$ cat config.mk
export PLATFORM = sky130hd
export DESIGN_NAME = alu_issue_steer
export DESIGN_NICKNAME = d
export VERILOG_FILES = /design/src/rtl/steer_pkg.sv /design/src/rtl/steer_lowpick.sv /design/src/rtl/steer_slot.sv /design/src/rtl/steer_cfg.sv /design/src/rtl/alu_issue_steer.sv
export SDC_FILE = /design/constraint.sdc
export NUM_CORES = 1
export LEC_CHECK = 0
export BUFFER_PORTS_ARGS = -buffer_cell sky130_fd_sc_hd__clkbuf_2
export CAP_MARGIN = 25
export CORE_ASPECT_RATIO = 0.9
export CORE_UTILIZATION = 55
export DETAILED_ROUTE_END_ITERATION = 6
export GPL_TIMING_DRIVEN = 1
export PLACE_DENSITY = 0.94
export SLEW_MARGIN = 20
export SYNTH_ARGS = -nofsm -noshare
export SYNTH_HDL_FRONTEND = slang
export SYNTH_HIERARCHICAL = 1
export SYNTH_SLANG_ARGS = --single-unit
$ cat constraint.sdc
create_clock -name clk -period 5.3 [get_ports clk]
set_clock_uncertainty 0.2 [all_clocks]
set_input_delay 0.265 -clock clk [delete_from_list [all_inputs] [get_ports clk]]
set_output_delay 0.265 -clock clk [all_outputs]
set_load 0.01 [all_outputs]
$ cat src/rtl/steer_pkg.sv
package steer_pkg;

    typedef enum logic [1:0] {
        CLS_ADD   = 2'b00,
        CLS_LOGIC = 2'b01,
        CLS_SHIFT = 2'b10,
        CLS_CMP   = 2'b11
    } op_cls_e;

    typedef enum logic [1:0] {
        HLTH_OK        = 2'b00,
        HLTH_ADDER_BAD = 2'b01,
        HLTH_RSVD      = 2'b10,
        HLTH_OFF       = 2'b11
    } alu_hlth_e;

    // bit 1 of a health code excludes the ALU entirely (codes 10 and 11)
    function automatic logic hl_usable(input logic [1:0] code);
        return !code[1];
    endfunction

    function automatic logic hl_clean(input logic [1:0] code);
        return code == HLTH_OK;
    endfunction

    function automatic logic hl_adder_bad(input logic [1:0] code);
        return code == HLTH_ADDER_BAD;
    endfunction

endpackage

$ cat src/rtl/steer_lowpick.sv
module steer_lowpick #(
    parameter int N = 2
) (
    input  logic [N-1:0] req,
    output logic [N-1:0] gnt,
    output logic         any
);
    // isolate lowest set bit
    assign gnt = req & (~req + {{(N-1){1'b0}}, 1'b1});
    assign any = |req;
endmodule

$ cat src/rtl/steer_slot.sv
module steer_slot #(
    parameter int TAGW = 4,
    parameter int OPW  = 16
) (
    input  logic            clk,
    input  logic            rst,
    input  logic            load,
    input  logic            clear,
    input  logic [1:0]      ld_cls,
    input  logic [TAGW-1:0] ld_tag,
    input  logic [OPW-1:0]  ld_opnd,
    output logic            busy,
    output logic [1:0]      cls,
    output logic [TAGW-1:0] tag,
    output logic [OPW-1:0]  opnd
);
    always_ff @(posedge clk) begin
        if (rst) begin
            busy <= 1'b0;
            cls  <= '0;
            tag  <= '0;
            opnd <= '0;
        end else if (load) begin
            busy <= 1'b1;
            cls  <= ld_cls;
            tag  <= ld_tag;
            opnd <= ld_opnd;
        end else if (clear) begin
            busy <= 1'b0;
        end
    end
endmodule

$ cat src/rtl/steer_cfg.sv
module steer_cfg
    import steer_pkg::*;
#(
    parameter int N = 2,
    localparam int CW = 2 * N
) (
    input  logic          clk,
    input  logic          rst,
    input  logic          wr_en,
    input  logic [CW-1:0] wr_val,
    input  logic          idle,
    output logic [CW-1:0] codes,
    output logic          err
);
    logic [CW-1:0] codes_q;
    logic          err_q;
    logic          any_clean;

    always_ff @(posedge clk) begin
        if (rst) begin
            codes_q <= '0;
        end else if (wr_en && idle) begin
            codes_q <= wr_val;
        end
    end

    // a map with no clean ALU cannot run adds (and covers the all-off map)
    always_comb begin
        any_clean = 1'b0;
        for (int i = 0; i < N; i++) begin
            any_clean = any_clean | hl_clean(codes_q[2*i +: 2]);
        end
    end

    always_ff @(posedge clk) begin
        if (rst) err_q <= 1'b0;
        else     err_q <= err_q | !any_clean;
    end

    assign codes = codes_q;
    assign err   = err_q | !any_clean;

    assert_cfg_frozen_R2: assert property (@(posedge clk) disable iff (rst)
        !idle |=> $stable(codes_q));

    assert_err_sticky_R9: assert property (@(posedge clk) disable iff (rst)
        err |=> err);
endmodule

$ cat src/rtl/alu_issue_steer.sv
module alu_issue_steer
    import steer_pkg::*;
#(
    parameter int N_ALU = 2,
    parameter int TAGW  = 4,
    parameter int OPW   = 16,
    parameter int RESW  = 8,
    localparam int CW   = 2 * N_ALU
) (
    input  logic                   clk,
    input  logic                   rst,
    input  logic                   in_valid,
    output logic                   in_ready,
    input  logic [1:0]             in_cls,
    input  logic [TAGW-1:0]        in_tag,
    input  logic [OPW-1:0]         in_opnd,
    output logic [N_ALU-1:0]       iss_valid,
    output logic [1:0]             iss_cls,
    output logic [TAGW-1:0]        iss_tag,
    output logic [OPW-1:0]         iss_opnd,
    input  logic [N_ALU-1:0]       res_valid,
    input  logic [N_ALU*RESW-1:0]  res_data,
    output logic [N_ALU-1:0]       res_ready,
    output logic                   cmp_valid,
    output logic [TAGW-1:0]        cmp_tag,
    output logic [RESW-1:0]        cmp_data,
    input  logic                   cfg_we,
    input  logic [CW-1:0]          cfg_wdata,
    output logic [CW-1:0]          cfg_rd,
    output logic                   cfg_err
);
    logic [CW-1:0]    codes;
    logic [N_ALU-1:0] busy, use_free, clean_free, drop, rcand, pick_req, isel;
    logic             iany, rany, in_fire, rp_fire, idle;
    logic [1:0]       s_cls  [N_ALU];
    logic [TAGW-1:0]  s_tag  [N_ALU];
    logic [OPW-1:0]   s_opnd [N_ALU];

    // pending re-send of an add whose result was dropped
    logic             rp_v;
    logic [TAGW-1:0]  rp_tag;
    logic [OPW-1:0]   rp_opnd;

    logic [TAGW-1:0]  sel_tag;
    logic [OPW-1:0]   sel_opnd;
    logic [RESW-1:0]  sel_data;
    logic             sel_drop;

    assign idle = !(|busy) && !rp_v;

    steer_cfg #(.N(N_ALU)) u_cfg (
        .clk(clk), .rst(rst), .wr_en(cfg_we), .wr_val(cfg_wdata),
        .idle(idle), .codes(codes), .err(cfg_err)
    );
    assign cfg_rd = codes;

    always_comb begin
        for (int i = 0; i < N_ALU; i++) begin
            use_free[i]   = !busy[i] && hl_usable(codes[2*i +: 2]);
            clean_free[i] = !busy[i] && hl_clean(codes[2*i +: 2]);
            drop[i]       = (s_cls[i] == CLS_ADD) && hl_adder_bad(codes[2*i +: 2]);
            // a result to be dropped waits while the re-send slot is full
            rcand[i]      = busy[i] && res_valid[i] && !(drop[i] && rp_v);
        end
    end

    assign pick_req = rp_v ? clean_free : use_free;

    steer_lowpick #(.N(N_ALU)) u_ipick (.req(pick_req), .gnt(isel), .any(iany));
    steer_lowpick #(.N(N_ALU)) u_rpick (.req(rcand), .gnt(res_ready), .any(rany));

    assign in_ready  = !cfg_err && !rp_v && iany;
    assign in_fire   = in_valid && in_ready;
    assign rp_fire   = rp_v && iany;
    assign iss_valid = (in_fire || rp_fire) ? isel : '0;
    assign iss_cls   = rp_v ? CLS_ADD : in_cls;
    assign iss_tag   = rp_v ? rp_tag  : in_tag;
    assign iss_opnd  = rp_v ? rp_opnd : in_opnd;

    always_comb begin
        sel_tag  = '0;
        sel_opnd = '0;
        sel_data = '0;
        sel_drop = 1'b0;
        for (int i = 0; i < N_ALU; i++) begin
            if (res_ready[i]) begin
                sel_tag  = sel_tag  | s_tag[i];
                sel_opnd = sel_opnd | s_opnd[i];
                sel_data = sel_data | res_data[i*RESW +: RESW];
                sel_drop = sel_drop | drop[i];
            end
        end
    end

    assign cmp_valid = rany && !sel_drop;
    assign cmp_tag   = sel_tag;
    assign cmp_data  = sel_data;

    always_ff @(posedge clk) begin
        if (rst) begin
            rp_v    <= 1'b0;
            rp_tag  <= '0;
            rp_opnd <= '0;
        end else if (rp_fire) begin
            rp_v <= 1'b0;
        end else if (rany && sel_drop) begin
            rp_v    <= 1'b1;
            rp_tag  <= sel_tag;
            rp_opnd <= sel_opnd;
        end
    end

    for (genvar g = 0; g < N_ALU; g++) begin : g_slot
        steer_slot #(.TAGW(TAGW), .OPW(OPW)) u_slot (
            .clk(clk), .rst(rst), .load(iss_valid[g]), .clear(res_ready[g]),
            .ld_cls(iss_cls), .ld_tag(iss_tag), .ld_opnd(iss_opnd),
            .busy(busy[g]), .cls(s_cls[g]), .tag(s_tag[g]), .opnd(s_opnd[g])
        );

        assert_never_off_R3: assert property (@(posedge clk) disable iff (rst)
            iss_valid[g] |-> !codes[2*g+1]);

        assert_busy_hold_R10: assert property (@(posedge clk) disable iff (rst)
            iss_valid[g] |-> !busy[g]);

        assert_resend_clean_R6: assert property (@(posedge clk) disable iff (rst)
            (rp_v && iss_valid[g]) |-> (codes[2*g +: 2] == 2'b00));
    end

    assert_single_issue_R4: assert property (@(posedge clk) disable iff (rst)
        $onehot0(iss_valid));

    assert_single_take_R8: assert property (@(posedge clk) disable iff (rst)
        $onehot0(res_ready));
endmodule

After elaboration in Yosys (flattened, before gate mapping)
Index checks and enable logic that the tools add are counted.

Latch bits: 0. Bits in writable memories: 0. Bits in read-only memories: 0. Word-level logic and storage cells: 88. Register bits: 72. Memories: 0.

Add/sub/neg operators: 2. Mux-type cells: 17. Reductions and logical operators: 43. Multiply operators: 0. Divide/modulo/power cells: 0. Shift operators: 0. Equal/unequal tests: 2. $lt $le $gt $ge: 0. Bitwise operators: 11.

Operators by type and width (count): 16-bit two-way mux (3); 1-bit logical AND (20); 8-bit two-way mux (2); 16-bit OR (1); 4-bit two-way mux (3); 1-bit zero test (11); 2-bit zero test (4); 8-bit OR (1); 2-bit OR reduction (4); 1-bit two-way mux (6); 2-bit two-way mux (3); 2-bit by 1-bit adder with 2-bit output (second input constant) (2); 2-bit bitwise AND (2); 2-bit by 1-bit == test with 1-bit output (second input constant) (2); 2-bit inverter (2); 4-bit OR (1); 2-bit nonzero test (2); 1-bit OR (3); 2-bit AND reduction (1); 1-bit logical OR (1); 1-bit inverter (1).

Longest topological paths before layout
Gate-level depths: netlist of the first run.

Depth after elaboration: 13. Mapped depth: 9.

Modules after synthesis
Netlist of the first run, hierarchy kept.

By module, submodules not included: steer_slot (times used 2, sequential area each 460.4 um^2, cells each 75, area each 838.3 um^2); alu_issue_steer (times used 1, sequential area each 420.4 um^2, cells each 155, area each 1521.5 um^2); steer_cfg (times used 1, sequential area each 100.1 um^2, cells each 23, area each 215.2 um^2); steer_lowpick (times used 2, sequential area each 0.0 um^2, cells each 3, area each 20.0 um^2).

Worst setup path before layout of the first run
OpenSTA, ideal clock, no wires.

Path type: register to output. From: reg u_cfg.codes_q[1] (netlist: u_cfg/codes[1]). To: out cmp_tag[2]. Path slack: 2.916 ns. Cell stages (with the launch flop): 8. Required time: 4.835 ns. Arrival: 1.919 ns. Path through: dfxtp_1 > nor4b_4 > a21oi_1 > nor2b_1 > buf_2 > buf_1 > a22oi_1 > inv_1.

RTL lines: start, declared (RTL line steer_cfg.sv:15) `logic [CW-1:0] codes_q;`; start signal, assigned (RTL line steer_cfg.sv:23) `codes_q <= wr_val;`; 2-bit by 1-bit == test with 1-bit output (RTL line steer_pkg.sv:27) `return code == HLTH_ADDER_BAD;`; 1-bit logical AND (RTL line alu_issue_steer.sv:61) `drop[i] = (s_cls[i] == CLS_ADD) && hl_adder_bad(codes[2*i +: 2]);`; 1-bit logical AND (RTL line alu_issue_steer.sv:63) `rcand[i] = busy[i] && res_valid[i] && !(drop[i] && rp_v);`; 1-bit zero test (RTL line alu_issue_steer.sv:63); 1-bit logical AND (RTL line alu_issue_steer.sv:63); via rcand[0] (RTL line alu_issue_steer.sv:33) `logic [N_ALU-1:0] busy, use_free, clean_free, drop, rcand, pick_req, isel;`; 2-bit inverter (RTL line steer_lowpick.sv:9) `assign gnt = req & (~req + {{(N-1){1'b0}}, 1'b1});`; 2-bit by 1-bit adder with 2-bit output (RTL line steer_lowpick.sv:9); 2-bit bitwise AND (RTL line steer_lowpick.sv:9); via res_ready[1] (RTL line alu_issue_steer.sv:23) `output logic [N_ALU-1:0] res_ready,`; 4-bit two-way mux (RTL line alu_issue_steer.sv:86) `if (res_ready[i]) begin`; end, declared (RTL line alu_issue_steer.sv:25) `output logic [TAGW-1:0] cmp_tag,`.

The timed path passes the listed nets, and every way through them passes these cells.

Worst setup path after layout of the first run
From: reg rp_v. To: out iss_valid[1].

Longest elaborated chain between the ends: 6.

RTL lines: start, declared (RTL line alu_issue_steer.sv:40) `logic rp_v;`; start signal, assigned (RTL line alu_issue_steer.sv:101) `rp_v <= 1'b0;`; start signal, assigned (RTL line alu_issue_steer.sv:105) `rp_v <= 1'b0;`; start signal, assigned (RTL line alu_issue_steer.sv:107) `rp_v <= 1'b1;`; 2-bit two-way mux (*) (RTL line alu_issue_steer.sv:67) `assign pick_req = rp_v ? clean_free : use_free;`; via pick_req[0] (RTL line alu_issue_steer.sv:33); 2-bit OR reduction (*) (RTL line steer_lowpick.sv:10) `assign any = |req;`; via iany (RTL line alu_issue_steer.sv:34) `logic iany, rany, in_fire, rp_fire, idle;`; 1-bit logical AND (RTL line alu_issue_steer.sv:72) `assign in_ready = !cfg_err && !rp_v && iany;`; 1-bit logical AND (RTL line alu_issue_steer.sv:73) `assign in_fire = in_valid && in_ready;`; 1-bit logical OR (*) (RTL line alu_issue_steer.sv:75) `assign iss_valid = (in_fire || rp_fire) ? isel : '0;`; 2-bit two-way mux (*) (RTL line alu_issue_steer.sv:75); end, declared (RTL line alu_issue_steer.sv:17) `output logic [N_ALU-1:0] iss_valid,`.

The timed path passes the listed nets; every way through them passes the cells marked *.

==> results.py, run 1 <==
metrics = {
    "route": {
        "vias": 2878,
        "postRouteAntennaNets": 0,
        "drt_iter0_markers": 186,
        "vias_per_cell": 5.86,
        "drc": 0,
        "wl_um": 8300,
        "firstDrtPassIters": 5,
        "routedWlPerCell_um": 16.9,
    },
    "finish": {
        "fillers": 458,
        "num-nets-final": 462,
        "n_antenna_cell": 0,
        "final-seq-area_sq_um": 1440,
        "area_growth_pct": 19.1,
        "drive_gt1_share_pct": 39.1,
        "multi_input_area_sq_um": 1740,
        "final_cell_count_no_fill": 491,
    },
    "timing": {
        "fin_crit_sh_pct": 63.3,
        "worst_pin_slew_ns": 0.994,
        "finalMaxSlewViolations": 0,
        "fin_crit_ns": 3.36,
        "max_slew_margin_pct": 33.8,
        "rsz0062_at_grt": "no",
        "fin_setup_tns_ns": 0,
        "hold_viol": 0,
        "clock.fmax_ghz": 0.298,
        "setup_violations": 0,
    },
    "clock_network": {
        "holdBufCountCts": 4,
        "clkTransAtPathRegs_ns": 0.07,
        "cts_tree": "yes",
        "cts_max_level": 3,
        "clock_latency_ns": 0.35,
        "post-cts-setup-buffers": 0,
        "post_cts_resized": 0,
        "cts_max_path_buffers": 2,
        "cts_buffers": 9,
        "root_buffer": "clkbuf_8",
        "clock-sinks": 72,
    },
    "placement": {
        "place_hpwl_um": 5330,
        "dpl.cell_count": 471,
        "place_congestion": 0.805,
        "io_buffers": 92,
    },
    "synthesis": {
        "synth_top_area_share_pct": 41.7,
        "synth_edf_count": 0,
        "ys.flop_type": "dfxtp_1",
        "synth_common_cells": "dfxtp_1 (72), nor2_1 (47), mux2i_1 (44), a21oi_1 (29), a211oi_2 (21)",
        "syn_nets": 382,
        "synth_warnings": 6,
        "synth_largest_area_cell": "dfxtp_1",
        "synth-seq-cells": 72,
        "synth-seq-area-share_pct": 41.7,
        "synthArstFlopShare_pct": 0,
        "synth_area_leaders": "dfxtp_1 (42%), mux2i_1 (13%), a211oi_2 (7.6%), mux2_2 (6.5%), nor2_1 (5.1%)",
        "synthCells": 334,
        "synth_area_per_cell_sq_um": 10.3,
        "synth.most_common_cell": "dfxtp_1",
        "netlist_area_sq_um": 3450,
        "synthDistinctLibCells": 32,
    },
    "floorplanning": {
        "core-area_sq_um": 6080,
        "die_area_sq_um": 6600,
        "die_y_um": 77.2,
        "start_util_pct": 56.8,
        "ios": 93,
        "dieWidth_um": 85.5,
        "rows": 27,
    },
    "power_and_ir_drop": {
        "p_leak_nw": 1.67,
        "vdd_drop_max_v": 0.000265,
        "powerDensity_nw_per_um2": 348,
    },
    "setup_path": {
        "path_class": "reg -> out",
        "cp_max_fo": 24,
        "cp-end-kind": "primary output",
        "critPathLaunchType": "register",
        "crit_arrival_ns": 2.89,
        "required_ns": 4.84,
    },
    "global_route": {
        "first_global_vias": 2717,
        "grt_overflow": 0,
        "grt_max_degree": 73,
        "grtUsageTotal_pct": 26.1,
        "antenna_found_initial": 0,
        "grt_pass1_wl_um": 13300,
    },
    "job": {
        "max-cap-violations": 0,
    },
    "run_status": {
        "outcome": "completed",
    },
    "min_path": {
        "hold_path.class": "in -> reg",
    },
}
cells by family after synthesis:
| kind of cell | share of synthesized area (%) |
|---|---|
| compound gates | 21.1 |
| flops | 41.7 |
| simple gates | 9.38 |
| mux | 19.3 |
| buf+inv | 8.48 |
power by group:
group	internal, mW	leakage [nW]	switching (mW)
clock	0.371	0.136	0.202
sequential	0.578	0.586	0.0260
combinational	0.108	0.944	0.146
total	1.06	1.67	0.374
critical path, cell delays in order (launching register included):
cell      delay, ns
dfxtp_1        0.49
a211oi_1       0.40
or2_1          0.25
o21ai_0        0.29
nor2_4         0.83
clkbuf_2       0.27
flip-flops by register name (all words and copies together) (netlist names):
name / count
g_slot.u_slot/cls: 4
g_slot.u_slot/opnd: 32
u_cfg/err_q: 1
rp_v: 1
g_slot.u_slot/busy: 2
g_slot.u_slot/tag: 8
rp_tag: 4
rp_opnd: 16
u_cfg/codes: 4
layer usage:
layer,vias to the layer above,GRT usage [%],share of wire (%)
li1,1357,-,-
met1,1401,33.4,45
met2,97,40.5,47
met3,23,6.78,5.9
met4,0,13.5,2.2
met5,-,0,0
cell usage in the layout (no fill, tap or decap), types with 2 or more instances in the layout:
cell           count
mux2i_1           44
inv_1             10
clkbuf_8          10
nand2b_1           2
a211oi_2          21
dlygate4sd3_1      4
mux2_2            20
a21oi_1           27
nor2_1            45
nor2_4             2
or2_1              2
a21oi_2            4
buf_4              4
a211oi_1           2
nand2_1            3
a22o_1             8
a22oi_1           20
nand3_1            4
nor2b_1            4
clkbuf_2          92
clkinv_2           2
bufinv_16          4
dfxtp_1           72
a21bo_1            4
worst paths after layout:
path | from | endpoint | slack [ns] | depth (start not counted)
worst max-delay path | rp_v | iss_valid[1] | 1.94 | 5
worst min-delay path | cfg_we | u_cfg/codes[3] | 0.08 | 3
worst max register to register | rp_v | g_slot[1].u_slot/opnd[14] | 2.32 | 6
worst min register to register | u_cfg/err_q | u_cfg/err_q | 0.29 | 2
final cells by class:
cell class / instances / share of cell area [%]
multi-input combinational: 221 / 42.4
sequential: 72 / 35.1
timing repair buffer: 100 / 12.9
clock buffer: 10 / 3.35
clock inverter: 6 / 3.16
tap: 72 / 2.19
inverter: 10 / 0.913
per-stage QoR:
stage | setup slack (ns) | power (mW) | hold WS, ns | cell area, sq um | utilization, %
after global routing | 1.79 | 1.48 | 0.106 | 4110 | 67.6
after detailed placement | 2.36 | 0.862 | 0.268 | 3800 | 62.6
after global placement | 2.57 | 0.849 | 0.241 | 3800 | 62.6
final | 1.94 | 1.43 | 0.0804 | 4110 | 67.6
after CTS | 1.97 | 1.43 | 0.0614 | 4110 | 67.6
after floorplan | 2.92 | 0.811 | 0.134 | 3450 | -
Power figures use the tool's default switching activity.
==> run 2, diff against run 1 <==
Settings changed: CORE_UTILIZATION 55 to 47, PLACE_DENSITY 0.94 to 0.86.
Clock period 5.3 ns to 2.7 ns, I/O delays scaled along.
==> run 2 against run 1 <==
Effect of this change:
- sequential cell count unchanged
- routed wire length up 8.0%
- cell count up 9.2%
- non-clock buffer count up 25
- power up 81%
- setup slack worse by 1.9 ns
- die area up 17%
- largest power group unchanged
==> results.py, run 2 (same netlist as run 1, synthesis figures left out) <==
metrics = {
    "timing": {
        "worst_hold_slack_ns": 0.00968,
        "worst_pin_slew_ns": 0.852,
        "finalMaxSlewViolations": 0,
        "clock.fmax_ghz": 0.373,
        "setup_ws_ns": 0.0224,
        "fin_crit_sh_pct": 99.2,
        "fin_crit_ns": 2.68,
        "hold_viol": 0,
        "setup_violations": 0,
        "max_slew_margin_pct": 43.2,
    },
    "placement": {
        "io_buffers": 92,
        "place_congestion": 0.881,
        "dp_slack_ns": 0.116,
        "dpl.cell_count": 501,
        "place_hpwl_um": 5420,
    },
    "finish": {
        "num-nets-final": 487,
        "largestRegisters": "g_slot.u_slot/opnd (32), rp_opnd (16), g_slot.u_slot/tag (8)",
        "final_cell_count_no_fill": 536,
        "largest_register": "g_slot.u_slot/opnd",
        "fillers": 586,
        "largest_reg_flops": 32,
        "final_common_cell": "clkbuf_2",
        "drive_gt1_share_pct": 39.3,
        "mostFrequentLayoutCells": "clkbuf_2 (92), dfxtp_1 (72), nor2_1 (45)",
        "area_growth_pct": 25.4,
        "n_antenna_cell": 0,
    },
    "global_route": {
        "gr-usage-met1_pct": 28.9,
        "grtUsageTotal_pct": 22.9,
        "grt_pass1_wl_um": 13800,
        "grtUsageMet3_pct": 6.68,
        "busiest_layer": "met2",
        "grt_max_degree": 73,
        "grt_overflow": 0,
        "first_global_vias": 2883,
        "grt_use_met2_pct": 36.7,
        "antenna_found_initial": 0,
    },
    "setup_path": {
        "crit_arrival_ns": 2.34,
        "path_class": "reg -> out",
        "required_ns": 2.37,
        "cp_max_fo": 17,
        "critPathLaunchType": "register",
        "cp-end-kind": "primary output",
    },
    "floorplanning": {
        "rows": 29,
        "start_util_pct": 48.8,
        "dieWidth_um": 92.4,
        "core-area_sq_um": 7080,
        "die_area_sq_um": 7700,
        "ios": 93,
        "die_y_um": 83.3,
    },
    "run_status": {
        "outcome": "completed",
    },
    "route": {
        "vias": 2989,
        "routedWlPerCell_um": 16.7,
        "drt_iter0_markers": 189,
        "drc": 0,
        "wl_um": 8970,
        "vias_per_cell": 5.58,
        "firstDrtPassIters": 4,
        "postRouteAntennaNets": 0,
    },
    "job": {
        "max-cap-violations": 0,
    },
    "clock_network": {
        "cts_max_level": 3,
        "cts_buffers": 9,
        "root_buffer": "clkbuf_8",
        "clock-sinks": 72,
        "cts_tree": "yes",
        "clock_latency_ns": 0.35,
        "cts_max_path_buffers": 2,
        "clkTransAtPathRegs_ns": 0.07,
    },
    "power_and_ir_drop": {
        "vdd_drop_max_v": 0.000363,
        "powerDensity_nw_per_um2": 599,
        "p_leak_nw": 1.75,
    },
    "min_path": {
        "hold_path.class": "in -> reg",
    },
}
run 2: cell types whose count changed in the layout (fill, tap and decap cells not counted), sizes merged:
cell         before  now
dlygate4sd3       4   19
buf               4   14
bufinv            4    1
clkinv            2    4
run 2: layout make-up:
| type | instances | area [sq um] | share of cell area (%) |
|---|---|---|---|
| Tap cell | 93 | 116 | 2.69 |
| Multi-Input combinational cell | 221 | 1770 | 40.8 |
| Sequential cell | 72 | 1440 | 33.3 |
| Timing Repair Buffer | 125 | 772 | 17.8 |
| Inverter | 10 | 37.5 | 0.867 |
| Clock buffer | 10 | 138 | 3.18 |
| Clock inverter | 5 | 57.6 | 1.33 |
run 2: final timing paths:
| path | from | to | slack [ns] | cells past startpoint |
|---|---|---|---|---|
| max | u_cfg/codes[1] | iss_valid[0] | 0.02 | 7 |
| min | in_opnd[6] | g_slot[0].u_slot/opnd[6] | 0.01 | 4 |
| max reg2reg | u_cfg/codes[0] | rp_tag[0] | 0.21 | 7 |
| min reg2reg | u_cfg/err_q | u_cfg/err_q | 0.27 | 2 |
run 2: timing repair:
item	4_1_cts	5_1_grt
hold endpoints to repair	19	0
setup buffers	0	1
hold buffers	19	0
endpoints found under the setup margin	12	37
gates resized for setup	2	5
run 2: power by group:
part | internal [mW] | switching [mW] | total (mW) | leakage, nW
Sequential | 1.13 | 0.0535 | 1.19 | 0.586
Clock | 0.446 | 0.396 | 0.842 | 0.102
Combinational | 0.253 | 0.311 | 0.564 | 1.06
run 2: critical path: stages (launching register included):
cell	delay, ns
dfxtp_1	0.40
a211oi_1	0.37
or2_1	0.24
buf_4	0.15
o21ai_0	0.23
nor2_4	0.18
buf_6	0.26
clkbuf_2	0.18
run 2: per-stage QoR:
stage / utilization [%] / instance area [sq um] / setup TNS (ns) / power [mW]
final: 61.2 / 4330 / 0 / 2.59
after global routing: 61.2 / 4330 / -0.0982 / 2.71
after CTS: 60.7 / 4300 / 0 / 2.58
after detailed placement: 55.2 / 3910 / 0 / 1.71
after global placement: 55.2 / 3910 / 0 / 1.70
after floorplan: - / 3450 / 0 / 1.59
run 2: layer usage:
metal	part of all wire, %	vias up
met5	0	-
met4	2.5	0
met3	6.4	25
met2	49	143
met1	43	1423
li1	-	1398
